$ cat src/rtl/div_pkg.sv
package div_pkg;
    typedef enum logic [1:0] {
        SZ_BYTE   = 2'b00,
        SZ_HALF   = 2'b01,
        SZ_WORD   = 2'b10,
        SZ_DOUBLE = 2'b11
    } div_size_e;

    localparam int SIZE_BITS = 2;
endpackage

$ cat src/rtl/div_size_decode.sv
module div_size_decode
    import div_pkg::*;
#(
    parameter int XLEN  = 64,
    parameter int MIN_W = 8,
    localparam int CW   = $clog2(XLEN + 1)
) (
    input  logic [SIZE_BITS-1:0] size,
    output logic [CW-1:0]        cnt_init,
    output logic [CW-1:0]        shamt,
    output logic [XLEN-1:0]      mask
);
    always_comb begin
        cnt_init = CW'(MIN_W) << size;
        shamt    = CW'(XLEN) - cnt_init;
    end

    for (genvar i = 0; i < XLEN; i++) begin : g_mask
        assign mask[i] = (CW'(i) < cnt_init);
    end
endmodule

$ cat src/rtl/div_restore_step.sv
module div_restore_step #(
    parameter int XLEN = 64
) (
    input  logic [XLEN:0]   rem_in,
    input  logic [XLEN-1:0] quo_in,
    input  logic [XLEN-1:0] dvs,
    output logic [XLEN:0]   rem_out,
    output logic [XLEN-1:0] quo_out
);
    logic [XLEN+1:0] shifted;
    logic [XLEN+1:0] trial;

    always_comb begin
        shifted = {rem_in, quo_in[XLEN-1]};
        trial   = shifted - {2'b00, dvs};
        if (!trial[XLEN+1]) begin
            rem_out = trial[XLEN:0];
            quo_out = {quo_in[XLEN-2:0], 1'b1};
        end else begin
            rem_out = shifted[XLEN:0];
            quo_out = {quo_in[XLEN-2:0], 1'b0};
        end
    end
endmodule

$ cat src/rtl/iter_divider.sv
module iter_divider
    import div_pkg::*;
#(
    parameter int XLEN  = 64,
    parameter int MIN_W = 8
) (
    input  logic                 clk,
    input  logic                 rst_n,
    input  logic                 start,
    input  logic [SIZE_BITS-1:0] size,
    input  logic [XLEN-1:0]      dividend,
    input  logic [XLEN-1:0]      divisor,
    output logic                 busy,
    output logic                 done,
    output logic                 wb_req,
    output logic [XLEN-1:0]      quotient,
    output logic [XLEN-1:0]      remainder
);
    localparam int CW = $clog2(XLEN + 1);

    typedef struct packed {
        logic            busy;
        logic            done;
        logic [CW-1:0]   cnt;
        logic [XLEN:0]   rem;
        logic [XLEN-1:0] quo;
        logic [XLEN-1:0] dvs;
        logic [XLEN-1:0] mask;
        logic [XLEN-1:0] q_out;
        logic [XLEN-1:0] r_out;
    } st_t;

    st_t st_d, st_q;

    logic [CW-1:0]   cnt_init;
    logic [CW-1:0]   shamt;
    logic [XLEN-1:0] mask;
    logic [XLEN:0]   step_rem;
    logic [XLEN-1:0] step_quo;

    div_size_decode #(.XLEN(XLEN), .MIN_W(MIN_W)) u_dec (
        .size     (size),
        .cnt_init (cnt_init),
        .shamt    (shamt),
        .mask     (mask)
    );

    div_restore_step #(.XLEN(XLEN)) u_step (
        .rem_in  (st_q.rem),
        .quo_in  (st_q.quo),
        .dvs     (st_q.dvs),
        .rem_out (step_rem),
        .quo_out (step_quo)
    );

    always_comb begin
        st_d      = st_q;
        st_d.done = 1'b0;
        if (!st_q.busy && start) begin
            st_d.busy = 1'b1;
            st_d.cnt  = cnt_init;
            st_d.rem  = '0;
            st_d.quo  = (dividend & mask) << shamt;
            st_d.dvs  = divisor & mask;
            st_d.mask = mask;
        end else if (st_q.busy) begin
            st_d.rem = step_rem;
            st_d.quo = step_quo;
            st_d.cnt = st_q.cnt - CW'(1);
            if (st_q.cnt == CW'(1)) begin
                st_d.busy  = 1'b0;
                st_d.done  = 1'b1;
                st_d.q_out = step_quo & st_q.mask;
                st_d.r_out = step_rem[XLEN-1:0] & st_q.mask;
            end
        end
    end

    always_ff @(posedge clk or negedge rst_n) begin
        if (!rst_n) st_q <= '0;
        else        st_q <= st_d;
    end

    assign busy      = st_q.busy;
    assign done      = st_q.done;
    assign wb_req    = st_q.busy && (st_q.cnt == CW'(1));
    assign quotient  = st_q.q_out;
    assign remainder = st_q.r_out;

    AST_START_TAKEN: assert property (@(posedge clk) disable iff (!rst_n)
        (start && !busy) |=> busy) else $error("start not taken");
    AST_DONE_ENDS_BUSY: assert property (@(posedge clk) disable iff (!rst_n)
        done |-> (!busy && $past(busy))) else $error("done without busy fall");
    AST_START_IGNORED: assert property (@(posedge clk) disable iff (!rst_n)
        (busy && start) |=> $stable(st_q.dvs)) else $error("operand overwritten");
    AST_REM_BELOW_DIVISOR: assert property (@(posedge clk) disable iff (!rst_n)
        (done && st_q.dvs != '0) |-> (remainder < st_q.dvs)) else $error("remainder too big");
    AST_DONE_ONE_CYCLE: assert property (@(posedge clk) disable iff (!rst_n)
        done |=> !done) else $error("done too long");
    AST_RESULT_HOLD: assert property (@(posedge clk) disable iff (!rst_n)
        !done |-> ($stable(quotient) && $stable(remainder))) else $error("result moved");
    AST_WB_BEFORE_DONE: assert property (@(posedge clk) disable iff (!rst_n)
        wb_req |=> (done && !wb_req)) else $error("wb_req misplaced");
endmodule

$ cat config.mk
export PLATFORM = sky130hd
export DESIGN_NAME = iter_divider
export DESIGN_NICKNAME = d
export VERILOG_FILES = /design/src/rtl/div_pkg.sv /design/src/rtl/div_size_decode.sv /design/src/rtl/div_restore_step.sv /design/src/rtl/iter_divider.sv
export SDC_FILE = /design/constraint.sdc
export NUM_CORES = 1
export LEC_CHECK = 0
export BUFFER_PORTS_ARGS = -buffer_cell sky130_fd_sc_hd__buf_2
export CAP_MARGIN = 25
export CORE_ASPECT_RATIO = 1.2
export CORE_UTILIZATION = 40
export CTS_BUF_LIST = sky130_fd_sc_hd__clkbuf_2
export DETAILED_ROUTE_END_ITERATION = 8
export PLACE_DENSITY_LB_ADDON = 0.12
export SLEW_MARGIN = 40
export SYNTH_ARGS = -nofsm -noshare
export SYNTH_HDL_FRONTEND = slang
export SYNTH_SLANG_ARGS = --single-unit
$ cat constraint.sdc
create_clock -name clk -period 5.6 [get_ports clk]
set_input_delay 0 -clock clk [delete_from_list [all_inputs] [get_ports clk]]
set_output_delay 0 -clock clk [all_outputs]
set_load 0.005 [all_outputs]
==> run summary, run 1 <==
Vias/cell -> 5.37
Clock transition at path regs -> 0.10 ns
top cells by count, synth -> nand2_1 (448), dfrtp_1 (338), o21ai_0 (209), a21oi_1 (134), buf_4 (131)
Syn-to-layout area delta -> 26.0%
status -> finished clean
syn_nets -> 2512
Die ar. -> 0.0501 mm^2
Max Cap Viol -> 0
dpl ws -> 1.72 ns
kind of critical path -> reg -> reg
wire per inst -> 19.4 um
# IOs -> 264
Crit path required time -> 6.54 ns
Reg2Reg Depth -> 12
initial antenna violation count -> 1
RSZ-0062 raised after global routing -> false
DIE HEIGHT -> 245 um
worst-case vdd ir drop -> 0.253 mV
final wirelength -> 67000 um
Synth cell types -> 67
placed cells -> 2957
ys async rst share -> 100%
Util after Layout -> 51.3%
Max FO, Critical Path -> 37
Post-synth EDFFs -> 0
post-CTS setup buffers -> 0
r2r setup slk -> 1.68 ns
Initial Util -> 40.7%
CP Launch Type -> register
fin crit share -> 70.0%
antenna-violating nets left -> 0
Final Hold Fails -> 0
Mean Syn Cell Area -> 8.52 um^2
Layout Cells excl Fill -> 3446
Hold Slack -> 0.128 ns
share of layout cells above drive strength 1 -> 15.7%
GP Congestion -> 0.933
insertion delay to the later sink of the worst-skew pair -> 1.08 ns
terminus of the critical flop-to-flop path -> remainder[15]
H-Tree Depth -> 3
Die Wd -> 204 um
Leakage -> 11.6 nW
largest cells by area after synthesis -> dfrtp_1 (43%), nand2_1 (8.5%), o21ai_0 (5.3%)
final setup margin -> 1.68 ns
first-pass GRT wire length -> 106000 um
vias in the first global route -> 19100
fin nets -> 2969
top_reg_cell synth -> dfrtp_1
port buffer count -> 263
CTS tree -> yes
min-delay src -> dividend[25]
setup TNS -> 0 ns
R2R Path Start -> st_q[327]
Max Fclk -> 255 MHz
Total GRT Usage -> 27.0%
Sink Count -> 338
Final setup viols -> 0
crit path time final -> 3.92 ns
count leader, synth -> nand2_1
pwr dens -> 598 mW/mm^2
hold_buf cts -> 346
CTS Buf Count -> 89
Seq/Total Area, Yosys -> 43.0%
CTS Buffer Depth -> 3
Hold Crit Depth -> 6
top cell type's share of synthesized area -> 43.0%
Final Skew -> 0.0700 ns
Hold Crit Class -> in -> reg
Ys Warns -> 0
critical path startpoint -> st_q[327]
Overflow after GRT -> 0
Synth Register Bits -> 338
Resize count post-CTS -> 0
Max-slew headroom -> 47.3%
WHS Endpoint -> st_q[281]
drt pass-1 iters -> 7
vias post-DR -> 18500
Post-Syn Area -> 0.0197 mm^2
Worst Tran Pin Value -> 0.790 ns
Critical Path AT -> 4.86 ns
DP HPWL -> 45600 um
Max Slew Vio Count -> 0
core area -> 0.0483 mm^2
CP endpoint kind -> register
Root Buffer -> clkbuf_2
cell accounting for the most synthesized area -> dfrtp_1
pin count of the biggest net entering global routing -> 137
DRC -> 0
DRT iter0 DRCs -> 916
row cnt -> 88
Syn Inst Count -> 2308
sequential cells by signal, indices dropped and copies added, names as in the netlist:
signal / count
st_q: 208
quotient: 64
remainder: 64
busy: 1
done: 1
worst max-delay path: stages, from the launching register on:
cell and delay (ns):
dfrtp_1 0.41, ha_1 0.36, a211oi_1 0.29, o211ai_1 0.18, a31oi_1 0.40, a2111oi_2 0.15
o21a_1 0.24, nor2_2 0.21, o31ai_2 0.13, o31ai_4 0.19, buf_4 0.58, mux2i_1 0.43
o21ai_0 0.15
how the worst max path moves through the flow:
stage | end | slack (ns) | cells past startpoint
floorplan | st_q[355] | 2.53 | 13
global placement | st_q[335] | 1.80 | 12
detailed placement | remainder[15] | 1.72 | 12
CTS | remainder[15] | 1.68 | 12
global route | remainder[15] | 1.46 | 12
finish | remainder[15] | 1.68 | 12
cell families (layout without fill, tap and decap cells):
logic type,count (synthesis),count (layout),share of synthesized area (%)
mux,83,83,4.31
simple gates,749,749,16.1
buf+inv,362,869,9.57
flops,338,338,43.0
compound gates,642,642,19.7
other cells,0,1,0
fa+ha+maj,71,71,4.55
xor+xnor,63,63,2.80
placed cells by master, fill, tap and decap left out, types with 20 or more instances in the layout:
master and instances:
xor2_1 24, a211oi_1 20, nand2_1 448, dlygate4sd3_1 345
o22ai_1 72, mux2i_1 79, clkbuf_2 121, o21ai_1 31
ha_1 69, a31oi_1 24, a21o_1 31, o211ai_1 21
nor2_1 104, o21ai_0 209, buf_2 262, inv_1 91
nand3_1 99, a21oi_1 134, a22oi_1 36, xnor2_1 39
dfrtp_1 337
routing by layer:
metal	global-route usage, %	vias up	routed length [um]	part of all wire (%)
li1	-	8855	-	-
met1	33.8	8898	28500	43
met2	45.7	612	32700	49
met3	3.57	129	3180	4.7
met4	12.6	0	2530	3.8
met5	0	-	0	0
power breakdown:
| part | switching (mW) | internal (mW) |
|---|---|---|
| clock network | 1.06 | 0.666 |
| registers | 0.749 | 3.49 |
| logic | 5.12 | 3.74 |
stage by stage:
stage	area (um^2)	total power [mW]
2_1_floorplan	19700	10.8
3_3_place_gp	20500	12.8
3_5_place_dp	20500	12.9
4_1_cts	24700	14.9
5_1_grt	24800	16.2
6_report	24800	14.8
area by class of cell:
type | count | area [um^2]
Sequential cell | 338 | 8460
Clock inverter | 20 | 134
Fill cell | 4657 | 23500
Clock buffer | 121 | 606
Timing Repair Buffer | 634 | 5070
Multi-Input combinational cell | 1608 | 9370
Antenna cell | 1 | 2.50
Tap cell | 630 | 788
Inverter | 94 | 357
Power figures use the tool's default switching activity.
==> run 2, diff against run 1 <==
clock period = 3.2 ns   (was 5.6 ns; I/O delays follow)
==> run summary, run 2 (same netlist as run 1, synthesis figures left out) <==
status -> complete, but fails checks
failing checks -> setup timing
CTS Buffer Depth -> 3
DRT iter0 DRCs -> 1244
Initial Util -> 40.7%
Final Skew -> 0.0713 ns
row cnt -> 88
Overflow after GRT -> 0
initial antenna violation count -> 4
Hold Slack -> 0.0177 ns
Hold Crit Class -> in -> reg
DP HPWL -> 47500 um
Syn-to-layout area delta -> 41.9%
Max Slew Vio Count -> 0
Final setup viols -> 129
CTS tree -> yes
crit path time final -> 3.51 ns
Max Cap Viol -> 0
# IOs -> 264
antenna-violating nets left -> 0
Final Power -> 33.3 mW
port buffer count -> 263
Total GRT Usage -> 28.9%
worst-case vdd ir drop -> 0.536 mV
CTS Buf Count -> 88
CP endpoint kind -> register
max reg flops -> 208
pwr dens -> 1190 mW/mm^2
Layout Cells excl Fill -> 3730
vias post-DR -> 19700
DRC -> 0
wire per inst -> 19.3 um
most frequent cells in the layout -> nand2_1 (447), dlygate4sd3_1 (385), dfrtp_1 (337)
GP Congestion -> 0.945
Die ar. -> 0.0501 mm^2
DIE HEIGHT -> 245 um
core area -> 0.0483 mm^2
Max-slew headroom -> 41.7%
vias in the first global route -> 20500
Clock transition at path regs -> 0.11 ns
Max FO, Critical Path -> 4
final wirelength -> 72000 um
insertion delay to the later sink of the worst-skew pair -> 1.11 ns
Util after Layout -> 57.8%
Max Fclk -> 285 MHz
most common cell after layout, fill and taps aside -> nand2_1
Root Buffer -> clkbuf_2
Crit path required time -> 4.14 ns
fill count -> 4422
Critical Path AT -> 4.45 ns
Worst Tran Pin Value -> 0.874 ns
Largest Register -> st_q
first-pass GRT wire length -> 113000 um
Vias/cell -> 5.29
Die Wd -> 204 um
Final Hold Fails -> 0
CP Launch Type -> register
dpl ws -> -0.258 ns
setup TNS -> -24.71 ns
kind of critical path -> reg -> reg
pin count of the biggest net entering global routing -> 130
drt pass-1 iters -> 8
fin crit share -> 110%
Leakage -> 13.0 nW
fin nets -> 3231
Final Instance Area -> 0.0279 mm^2
RSZ-0062 raised after global routing -> true
Sink Count -> 338
placed cells -> 3156
H-Tree Depth -> 3
Post-DP Area -> 0.0221 mm^2
final setup margin -> -0.312 ns
share of layout cells above drive strength 1 -> 25.0%
[run 2: worst max-delay path, stage by stage, from the launching register on]
cell and delay [ns]:
dfrtp_1 0.44, ha_4 0.30, and4_4 0.22, and3_4 0.18
o211ai_1 0.08, buf_4 0.16, a2111oi_4 0.46, o21a_1 0.24
or2_1 0.17, a31oi_2 0.12, o31ai_4 0.10, buf_6 0.16
buf_12 0.12, buf_16 0.12, buf_12 0.14, mux2i_4 0.24
o22ai_1 0.09
[run 2: final timing paths]
path / slack [ns] / cells after the start / endpoint / from
max in group asynchronous: 1.71 / 6 / remainder[39] / rst_n
min reg2reg: 0.47 / 2 / quotient[46] / quotient[46]
min in group asynchronous: 0.64 / 5 / quotient[22] / rst_n
max reg2reg: -0.31 / 16 / st_q[349] / st_q[328]
max: -0.31 / 16 / st_q[349] / st_q[328]
min: 0.02 / 5 / st_q[390] / size[0]
[run 2: power breakdown]
part | internal (mW) | total, mW | switching [mW]
logic | 11.2 | 22.5 | 11.3
clock network | 1.32 | 3.33 | 2.01
registers | 6.10 | 7.46 | 1.36
total | 18.6 | 33.3 | 14.7
[run 2: per-layer routing]
layer | GRT usage [%] | routed length, um | up-vias
met5 | 0 | 9 | -
met1 | 34.9 | 30000 | 9650
met4 | 12.0 | 2510 | 2
li1 | - | - | 9425
met3 | 4.49 | 3290 | 130
met2 | 51.0 | 36100 | 536
[run 2: area by class of cell]
class	count	area, um^2	share of cell area [%]
antenna	3	7.51	0.0269
multi-input combinational	1608	10100	36.2
tap	630	788	2.82
timing repair buffer	897	7320	26.2
sequential	338	8460	30.3
clock inverter	34	235	0.842
inverter	94	357	1.28
clock buffer	126	631	2.26
[run 2: what timing repair did]
item	in CTS	in global routing
hold endpoints to repair	547	0
endpoints found under the setup margin	131	150
hold buffers	387	0
resized for setup	99	77
cloned	0	0
setup buffers	17	12
pin swaps	15	17
==> run 3, diff against run 2 <==
CORE_MARGIN = 2   (was not set)
SKIP_LAST_GASP = 1   (was not set)
==> run summary, run 3 (same netlist as run 1, synthesis figures left out) <==
Multi-input gate area -> 0.0105 mm^2
setup TNS -> -10.28 ns
Max Slew Vio Count -> 0
most frequent cells in the layout -> nand2_1 (446), dlygate4sd3_1 (436), dfrtp_1 (336)
final wirelength -> 74300 um
H-Tree Depth -> 3
Final Skew -> 0.0834 ns
vias in the first global route -> 20900
WHS Endpoint -> st_q[287]
pwr dens -> 1220 mW/mm^2
most common cell after layout, fill and taps aside -> nand2_1
pin count of the biggest net entering global routing -> 130
min-delay src -> size[1]
wire per inst -> 19.6 um
row cnt -> 89
R2R Path Start -> st_q[325]
Max-slew headroom -> 47.3%
Final Power -> 35.4 mW
Vias/cell -> 5.28
Crit path required time -> 4.14 ns
Util after Layout -> 59.2%
failing checks -> setup timing
initial antenna violation count -> 2
worst-path cell chain -> ha_4 -> and4_4 -> and3_4 -> o211ai_1 -> buf_4 -> a2111oi_4 -> o21a_1 -> nor2_2 -> o31ai_4 -> o31ai_4 -> buf_6 -> buf_12 -> clkbuf_16 -> mux2i_4 -> o22ai_1
Leakage -> 13.5 nW
CP endpoint kind -> register
Root Buffer -> clkbuf_2
Overflow after GRT -> 0
worst path bufs/invs -> 4
fill count -> 4375
CTS Buffer Depth -> 3
r2r setup slk -> -0.19 ns
DRC -> 0
worst-case vdd ir drop -> 0.645 mV
Hold Crit Class -> in -> reg
final setup margin -> -0.194 ns
terminus of the critical flop-to-flop path -> st_q[369]
Max FO, Critical Path -> 7
Max Fclk -> 295 MHz
Seq. cell area -> 0.00846 mm^2
crit path time final -> 3.39 ns
share of layout cells above drive strength 1 -> 26.3%
Die ar. -> 0.0510 mm^2
Syn-to-layout area delta -> 47.2%
Final Hold Fails -> 0
most frequent CP cell -> o31ai_4
port buffer count -> 263
DP HPWL -> 48700 um
GP Congestion -> 0.938
vias post-DR -> 20000
DIE HEIGHT -> 247 um
Clock transition at path regs -> 0.10 ns
Final setup viols -> 118
Reg2Reg Depth -> 15
Initial Util -> 40.2%
kind of critical path -> reg -> reg
RSZ-0062 raised after global routing -> true
core area -> 0.0489 mm^2
Hold Crit Depth -> 8
Critical Path Slowest Stage Cell -> dfrtp_1
DRT iter0 DRCs -> 1163
CTS tree -> yes
Worst Tran Pin Value -> 0.791 ns
Critical Path AT -> 4.33 ns
fin crit share -> 106%
CP top delay family -> compound AO/OA/AOI/OAI gates
CP Launch Type -> register
Largest Register -> st_q
insertion delay to the later sink of the worst-skew pair -> 1.10 ns
status -> complete, but fails checks
first-pass GRT wire length -> 114000 um
CTS Buf Count -> 89
# IOs -> 264
Max Cap Viol -> 0
fin nets -> 3297
Total GRT Usage -> 29.0%
Crit path largest cell delay -> 0.43 ns
max reg flops -> 208
Sink Count -> 338
drt pass-1 iters -> 8
Die Wd -> 206 um
antenna-violating nets left -> 0
run 3: repair_timing:
item / 4_1_cts / 5_1_grt
cloned: 2 / 1
resized for setup: 149 / 119
pin swaps: 24 / 25
hold buffers: 437 / 0
buffers inserted: 21 / 15
endpoints found under the setup margin: 129 / 138
endpoints found under the hold margin: 546 / 0
run 3: metal layers:
layer / global-route usage [%] / vias to the layer above / part of all wire, %
met5: 0 / - / 0
met4: 14.7 / 0 / 4.7
met3: 3.98 / 171 / 5.2
met2: 50.7 / 627 / 50
met1: 34.8 / 9692 / 40
li1: - / 9543 / -
run 3: metrics by stage:
step | instance area [um^2] | hold WS (ns) | setup WS [ns] | cells
2_1_floorplan | 19700 | -0.296 | 0.129 | 2308
3_3_place_gp | 22100 | 0.0928 | -0.209 | 3165
3_5_place_dp | 22100 | 0.100 | -0.239 | 3165
4_1_cts | 28200 | 0.00390 | -0.194 | 3778
5_1_grt | 29000 | 0.130 | -0.281 | 3794
6_report | 29000 | 0.0829 | -0.194 | 3794
run 3: how the worst max path moves through the flow:
stage / startpoint / endpoint / slack, ns / depth (start not counted)
6_report: st_q[325] / st_q[369] / -0.19 / 15
5_1_grt: st_q[325] / st_q[361] / -0.28 / 15
4_1_cts: st_q[193] / st_q[383] / -0.19 / 17
3_5_place_dp: st_q[325] / st_q[370] / -0.24 / 13
3_3_place_gp: st_q[223] / st_q[374] / -0.21 / 13
2_1_floorplan: st_q[365] / st_q[368] / 0.13 / 13
run 3: cell type report:
| class | instances | area share (%) |
|---|---|---|
| Clock buffer | 128 | 2.21 |
| Inverter | 94 | 1.23 |
| Clock inverter | 25 | 0.652 |
| Tap cell | 637 | 2.75 |
| Antenna cell | 2 | 0.0173 |
| Multi-Input combinational cell | 1608 | 36.3 |
| Sequential cell | 338 | 29.2 |
| Timing Repair Buffer | 962 | 27.7 |
run 3: worst min-delay path, stage by stage:
cell and delay (ns):
buf_2 0.09, or2_4 0.12, buf_4 0.11, buf_4 0.20, a21oi_1 0.17, a21oi_1 0.19
a22oi_1 0.08, o21ai_0 0.13
run 3: power breakdown:
group          switching (mW)  internal, mW  total (mW)
combinational            12.1          12.5        24.6
sequential               1.41          6.11        7.52
clock                    1.94          1.32        3.25
